File: src/rtl/fpint_conv_pkg.sv
package fpint_conv_pkg;

  // Strobes from the control pipeline to the datapath stages.
  typedef struct packed {
    logic s1En;       // load stage 1 registers
    logic s1ToFloat;  // direction of the operation entering stage 1
    logic s2En;       // load stage 2 registers
    logic s2ToFloat;  // direction of the operation held in stage 1
    logic s3En;       // load the result register
    logic s3ToFloat;  // direction of the operation held in stage 2
  } convStrobes_t;

endpackage

File: src/rtl/fpint_conv_ctrl.sv
module fpint_conv_ctrl
  import fpint_conv_pkg::*;
(
  input  logic         clk,
  input  logic         rstN,
  input  logic         inValid,
  input  logic         toFloat,
  output convStrobes_t str,
  output logic         outValid
);

  logic v1, v2, v3;
  logic m1, m2;

  always_ff @(posedge clk or negedge rstN) begin
    if (!rstN) begin
      v1 <= 1'b0;
      v2 <= 1'b0;
      v3 <= 1'b0;
      m1 <= 1'b0;
      m2 <= 1'b0;
    end else begin
      v1 <= inValid;
      v2 <= v1;
      v3 <= v2;
      if (inValid) m1 <= toFloat;
      if (v1)      m2 <= m1;
    end
  end

  always_comb begin
    str.s1En      = inValid;
    str.s1ToFloat = toFloat;
    str.s2En      = v1;
    str.s2ToFloat = m1;
    str.s3En      = v2;
    str.s3ToFloat = m2;
  end

  assign outValid = v3;

  // an issued operation surfaces exactly three edges later
  a_r2_valid_latency: assert property (@(posedge clk) disable iff (!rstN)
    inValid |-> ##3 outValid);

  // no result without a matching issue
  a_r2_no_spurious: assert property (@(posedge clk) disable iff (!rstN)
    !inValid |-> ##3 !outValid);

endmodule

File: src/rtl/fpint_conv_dp.sv
module fpint_conv_dp
  import fpint_conv_pkg::*;
#(
  parameter int ExpW   = 11,
  parameter int FracW  = 52,
  parameter int ScaleW = 12
) (
  input  logic                     clk,
  input  logic                     rstN,
  input  convStrobes_t             str,
  input  logic [ExpW+FracW:0]      operand,
  input  logic signed [ScaleW-1:0] scale,
  output logic [ExpW+FracW:0]      result
);

  localparam int IntW    = 1 + ExpW + FracW;
  localparam int SigW    = FracW + 1;
  localparam int EW      = ((ExpW > ScaleW) ? ExpW : ScaleW) + 3;
  localparam int LzW     = $clog2(IntW);
  localparam int Bias    = 2 ** (ExpW - 1) - 1;
  localparam int MaxExp  = 2 ** ExpW - 1;
  localparam int IntBase = Bias + IntW - 1;
  localparam int FltBase = Bias + FracW;
  localparam int SatSh   = IntW - SigW;

  localparam logic signed [EW-1:0] IntBaseS = EW'(IntBase);
  localparam logic signed [EW-1:0] FltBaseS = EW'(FltBase);
  localparam logic signed [EW-1:0] SatShS   = EW'(SatSh);
  localparam logic signed [EW-1:0] MaxExpS  = EW'(MaxExp);
  localparam logic signed [EW-1:0] NegIntWS = -EW'(IntW);
  localparam logic signed [EW-1:0] ZeroS    = '0;

  function automatic logic [LzW:0] leadZeros(input logic [IntW-1:0] v);
    logic [LzW:0] n;
    logic         hit;
    n   = '0;
    hit = 1'b0;
    for (int i = IntW - 1; i >= 0; i--) begin
      if (!hit) begin
        if (v[i]) hit = 1'b1;
        else      n   = n + 1'b1;
      end
    end
    return n;
  endfunction

  // ---------------- stage 1: operand synthesis ----------------
  logic                 opSign;
  logic [ExpW-1:0]      opExp;
  logic [FracW-1:0]     opFrac;
  logic signed [EW-1:0] scaleExt;
  logic [IntW-1:0]      mag1;
  logic signed [EW-1:0] exp1;
  logic                 zero1, inf1;

  logic [IntW-1:0]      s1Mag;
  logic signed [EW-1:0] s1Exp;
  logic                 s1Sign, s1Zero, s1Inf;

  always_comb begin
    opSign   = operand[IntW-1];
    opExp    = operand[IntW-2:FracW];
    opFrac   = operand[FracW-1:0];
    scaleExt = EW'(scale);
    if (str.s1ToFloat) begin
      mag1  = opSign ? (~operand + 1'b1) : operand;
      exp1  = IntBaseS + scaleExt;
      zero1 = (operand == '0);
      inf1  = 1'b0;
    end else begin
      mag1  = {{(IntW-SigW){1'b0}}, (opExp != '0), opFrac};
      exp1  = $signed({{(EW-ExpW){1'b0}}, opExp}) - FltBaseS + scaleExt;
      zero1 = (opExp == '0);
      inf1  = (opExp == {ExpW{1'b1}});
    end
  end

  always_ff @(posedge clk or negedge rstN) begin
    if (!rstN) begin
      s1Mag  <= '0;
      s1Exp  <= '0;
      s1Sign <= 1'b0;
      s1Zero <= 1'b0;
      s1Inf  <= 1'b0;
    end else if (str.s1En) begin
      s1Mag  <= mag1;
      s1Exp  <= exp1;
      s1Sign <= opSign;
      s1Zero <= zero1;
      s1Inf  <= inf1;
    end
  end

  // ---------------- stage 2: normalize or align ----------------
  logic [LzW:0]         lz;
  logic signed [EW-1:0] negExp;
  logic [IntW-1:0]      mag2;
  logic signed [EW-1:0] exp2;
  logic                 sat2;

  logic [IntW-1:0]      s2Mag;
  logic signed [EW-1:0] s2Exp;
  logic                 s2Sign, s2Zero, s2Sat;

  always_comb begin
    lz     = leadZeros(s1Mag);
    negExp = -s1Exp;
    mag2   = '0;
    exp2   = s1Exp;
    sat2   = 1'b0;
    if (str.s2ToFloat) begin
      mag2 = s1Mag << lz[LzW-1:0];
      exp2 = s1Exp - $signed({{(EW-LzW-1){1'b0}}, lz});
    end else if (s1Zero) begin
      mag2 = '0;
    end else if (s1Inf || (s1Exp >= SatShS)) begin
      sat2 = 1'b1;
    end else if (s1Exp >= ZeroS) begin
      mag2 = s1Mag << s1Exp[LzW-1:0];
    end else if (s1Exp > NegIntWS) begin
      mag2 = s1Mag >> negExp[LzW-1:0];
    end
  end

  always_ff @(posedge clk or negedge rstN) begin
    if (!rstN) begin
      s2Mag  <= '0;
      s2Exp  <= '0;
      s2Sign <= 1'b0;
      s2Zero <= 1'b0;
      s2Sat  <= 1'b0;
    end else if (str.s2En) begin
      s2Mag  <= mag2;
      s2Exp  <= exp2;
      s2Sign <= s1Sign;
      s2Zero <= s1Zero;
      s2Sat  <= sat2;
    end
  end

  // ---------------- stage 3: pack, sign and saturate ----------------
  logic [IntW-1:0] res3;
  logic            expHigh, expLow;

  always_comb begin
    expHigh = (s2Exp >= MaxExpS);
    expLow  = (s2Exp <= ZeroS);
    if (str.s3ToFloat) begin
      if (s2Zero)       res3 = '0;
      else if (expHigh) res3 = {s2Sign, {ExpW{1'b1}}, {FracW{1'b0}}};
      else if (expLow)  res3 = {s2Sign, {(IntW-1){1'b0}}};
      else              res3 = {s2Sign, s2Exp[ExpW-1:0], s2Mag[IntW-2 -: FracW]};
    end else begin
      if (s2Sat)        res3 = s2Sign ? {1'b1, {(IntW-1){1'b0}}} : {1'b0, {(IntW-1){1'b1}}};
      else if (s2Sign)  res3 = ~s2Mag + 1'b1;
      else              res3 = s2Mag;
    end
  end

  always_ff @(posedge clk or negedge rstN) begin
    if (!rstN)         result <= '0;
    else if (str.s3En) result <= res3;
  end

  // a nonzero integer leaves stage 2 with its leading one at the top
  a_r3_normalized: assert property (@(posedge clk) disable iff (!rstN)
    (str.s2En && str.s2ToFloat && !s1Zero) |=> s2Mag[IntW-1]);

  // an integer zero packs to +0.0
  a_r5_int_zero: assert property (@(posedge clk) disable iff (!rstN)
    (str.s3En && str.s3ToFloat && s2Zero) |=> (result == '0));

  // exponent overflow packs to infinity
  a_r6_overflow_inf: assert property (@(posedge clk) disable iff (!rstN)
    (str.s3En && str.s3ToFloat && !s2Zero && expHigh) |=>
      (result[IntW-2:0] == {{ExpW{1'b1}}, {FracW{1'b0}}}));

  // a saturating float gives one of the two integer extremes
  a_r9_saturate: assert property (@(posedge clk) disable iff (!rstN)
    (str.s3En && !str.s3ToFloat && s2Sat) |=>
      ((result == {1'b0, {(IntW-1){1'b1}}}) || (result == {1'b1, {(IntW-1){1'b0}}})));

  // a zero or subnormal float aligns to a zero magnitude
  a_r10_zero_in: assert property (@(posedge clk) disable iff (!rstN)
    (str.s2En && !str.s2ToFloat && s1Zero) |=> ((s2Mag == '0) && !s2Sat));

endmodule

File: src/rtl/fpint_scale_conv.sv
module fpint_scale_conv
  import fpint_conv_pkg::*;
#(
  parameter int ExpW   = 11,
  parameter int FracW  = 52,
  parameter int ScaleW = 12
) (
  input  logic                     clk,
  input  logic                     rstN,
  input  logic                     inValid,
  input  logic                     toFloat,
  input  logic [ExpW+FracW:0]      operand,
  input  logic signed [ScaleW-1:0] scale,
  output logic                     outValid,
  output logic [ExpW+FracW:0]      result
);

  convStrobes_t str;

  fpint_conv_ctrl u_ctrl (
    .clk      (clk),
    .rstN     (rstN),
    .inValid  (inValid),
    .toFloat  (toFloat),
    .str      (str),
    .outValid (outValid)
  );

  fpint_conv_dp #(
    .ExpW   (ExpW),
    .FracW  (FracW),
    .ScaleW (ScaleW)
  ) u_dp (
    .clk     (clk),
    .rstN    (rstN),
    .str     (str),
    .operand (operand),
    .scale   (scale),
    .result  (result)
  );

endmodule

File: config.mk
export PLATFORM = sky130hd
export DESIGN_NAME = fpint_scale_conv
export DESIGN_NICKNAME = d
export VERILOG_FILES = /design/src/rtl/fpint_conv_pkg.sv /design/src/rtl/fpint_conv_ctrl.sv /design/src/rtl/fpint_conv_dp.sv /design/src/rtl/fpint_scale_conv.sv
export SDC_FILE = /design/constraint.sdc
export NUM_CORES = 2
export LEC_CHECK = 0
export BUFFER_PORTS_ARGS = -buffer_cell sky130_fd_sc_hd__buf_2
export CAP_MARGIN = 20
export CORE_MARGIN = 5
export CORE_UTILIZATION = 35
export CTS_BUF_LIST = sky130_fd_sc_hd__clkbuf_8 sky130_fd_sc_hd__clkbuf_16
export DETAILED_ROUTE_END_ITERATION = 12
export GPL_TIMING_DRIVEN = 0
export SETUP_SLACK_MARGIN = 0.2
export SLEW_MARGIN = 20
export SYNTH_ARGS = -nofsm -noshare
export SYNTH_HDL_FRONTEND = slang
export SYNTH_SLANG_ARGS = --single-unit
File: constraint.sdc
create_clock -name clk -period 103.9 [get_ports clk]
set_clock_uncertainty 0.2 [all_clocks]
set_input_delay 10.39 -clock clk [delete_from_list [all_inputs] [get_ports clk]]
set_output_delay 10.39 -clock clk [all_outputs]
set_load 0.005 [all_outputs]
==> out/qor.yml <==
outcome: "complete, no violations"
wire_per_inst_um: 29.49
htreeDepth: 1
antenna_found_initial: 5
clk-insertion-delay-late_ns: 0.63
drtIter0Drc: 5570
grt_pass1_wl_um: 278000
slew_headroom: 0.1827
r2r.worst_path.cells: 224
synthCells: 5110
grt_overflow: 0
synth_flop_cell: "dfrtp_1"
firstDrtPassIters: 7
io_pins: 145
cp_common_cell: "ha_1"
critPathKind: "flop to flop"
design_area_mm2: 0.03906
syn_nets: 5279
synth-edff-count: 0
yosys.area.top_type: "dfrtp_1"
cp_max_fo: 11
grt_pass1_vias: 38469
crit_family: "adder cells"
cts_tree: "built"
synth-seq-cells: 231
layout-drive-gt1-share: 0.07311
p_per_area_mw_per_mm2: 26.10
crit_required_ns: 104.24
fin_crit_sh: 0.4566
die_width_um: 328.4
ant_nets: 0
async_flop_share: 1.000
setup_viol: 0
post_cts_buffers: 0
final_net_count: 5453
root_buffer: "clkbuf_16"
synth_top_cells_by_area: "dfrtp_1, mux2i_1, nor2_1"
whs_path_depth: 0
regArea_mm2: 0.005781
cts_made_buffers: 29
place_area_mm2: 0.03799
clkTransAtPathRegs_ns: 0.06
period_minus_slack_ns: 47.44
synth.distinct_cells: 110
place_hpwl_um: 162800
final_hold_viol_count: 0
syn_avg_cell_area_um2: 6.946
cp_slowest_cell: "o21ai_0"
hold_class: "flop to flop"
ctsHoldBuffers: 0
syn_area_mm2: 0.03549
reg2reg_to: "u_dp.s2Mag[49]"
core_mm2: 0.1004
fin_util: 0.3889
cp-start-kind: "flop"
slowest_delay_ns: 0.82
max-vdd-ir-drop_uv: 16.05
grtUsageTotal: 0.3466
whs_ns: 0.2193
ff2ff_setup_slack_ns: 56.46
port_buffers: 138
drv_cap: 0
ys_seq_area_frac: 0.1629
clock-sinks: 231
rows: 116
worstMarginPinSlew_ns: 1.213
synth_top_area_share: 0.1629
via_per_inst: 6.236
critPathArrivalTime_ns: 47.78
max_freq_ghz: 0.02108
num-fill-cells: 10883
wl_um: 196600
drv_slew: 0
cp-end-kind: "flop"
die-area_mm2: 0.1079
timing.rr.start: "u_dp.s1Mag[62]"
hold_end: "u_ctrl.outValid"
tns_ns: 0
clockBufferDepth: 3
hp-start: "u_ctrl.v2"
drcViolationCount: 0
syn_to_final_growth_pct: 10.04
cts_resized: 0
initial_core_util: 0.3534
power.leakage_nw: 15.70
yosys_warnings: 0
path_buf_inv: 14
grt_max_degree: 94
vias: 41573
multi_input_area_mm2: 0.02772
gp_congestion: 1.047
rsz0062_at_grt: "no"
die_y_um: 328.4
-- per-stage QoR --
stage / instances / total power [mW] / setup WS (ns)
after floorplan: 5110 / 0.5771 / 64.08
after global placement: 6605 / 0.8726 / 57.73
after detailed placement: 6610 / 0.8697 / 57.29
after CTS: 6664 / 0.9869 / 57.07
after global routing: 6664 / 1.058 / 53.21
final: 6667 / 1.019 / 56.46
-- registers in the layout, summed over array words and instances, names as in the netlist, 13 cells and up --
signal,count
u_dp.result,64
u_dp.s1Mag,64
u_dp.s2Mag,64
u_dp.s2Exp,15
u_dp.s1Exp,13
-- synthesized netlist by cell type, types with 60 or more instances --
cell type and n:
a21oi_1 476, a22oi_1 113, clkbuf_1 328, dfrtp_1 231
ha_1 87, inv_1 113, mux2_2 60, mux2i_1 316
nand2_1 540, nand2b_1 71, nand3_1 87, nor2_1 810
nor3_1 128, o21ai_0 372, o22ai_1 108, xnor2_1 186
xor2_1 96
-- layout make-up --
cell class | instances | area share
antenna | 3 | 0.0001922
buffer | 400 | 0.04001
clock buffer | 34 | 0.02034
clock inverter | 20 | 0.006375
inverter | 124 | 0.01195
multi-input combinational | 4355 | 0.7099
sequential | 231 | 0.1480
tap | 1357 | 0.04347
timing repair buffer | 143 | 0.01980
-- cell usage in the layout, fill, tap and decap left out, types with 52 or more instances in the layout --
cell type / n
a211oi_1: 52
a21oi_1: 476
a22oi_1: 113
buf_2: 158
clkbuf_1: 328
dfrtp_1: 231
ha_1: 87
inv_1: 118
mux2_2: 60
mux2i_1: 316
nand2_1: 540
nand2b_1: 71
nand3_1: 87
nor2_1: 810
nor3_1: 128
o211ai_1: 59
o21ai_0: 372
o22ai_1: 108
xnor2_1: 186
xor2_1: 96
-- how the worst max path moves through the flow --
stage	from	endpoint	slack [ns]	cells after the start
final	u_dp.s1Mag[62]	u_dp.s2Mag[49]	56.46	224
after global routing	u_dp.s1Mag[62]	u_dp.s2Exp[10]	53.21	229
after CTS	u_dp.s1Mag[62]	u_dp.s2Exp[10]	57.07	230
after detailed placement	u_dp.s1Mag[62]	u_dp.s2Exp[10]	57.29	230
after global placement	u_dp.s1Mag[62]	u_dp.s2Exp[10]	57.73	230
after floorplan	u_dp.s1Mag[62]	u_dp.s2Exp[9]	64.08	229
-- per-layer routing --
metal	part of all wire	vias up	GRT usage
met1	0.43	20129	0.4741
li1	-	18733	-
met4	0.062	4	0.1656
met5	0.00012	-	0
met3	0.086	483	0.05918
met2	0.42	2224	0.5312
-- power breakdown --
part	internal, mW	switching, mW	leakage, nW
clock network	0.0671	0.0470	0.525
registers	0.113	0.0298	2.77
logic	0.231	0.532	12.4
total	0.411	0.608	15.7
-- worst reg2reg max path: cells and delay by family, from the launching register on --
kind,cells,cell delay (ns)
fa+ha+maj,61,18.36
compound gates,57,12.15
simple gates,61,6.58
mux,31,5.80
buf+inv,14,3.70
flops,1,0.56
-- kinds of logic after synthesis --
| kind of cell | synth area share |
|---|---|
| compound gates | 0.2663 |
| xor+xnor | 0.1099 |
| fa+ha+maj | 0.03405 |
| buf+inv | 0.05718 |
| flops | 0.1629 |
| mux | 0.1178 |
| simple gates | 0.2519 |
Note: power is estimated with default switching activity, not from simulation.
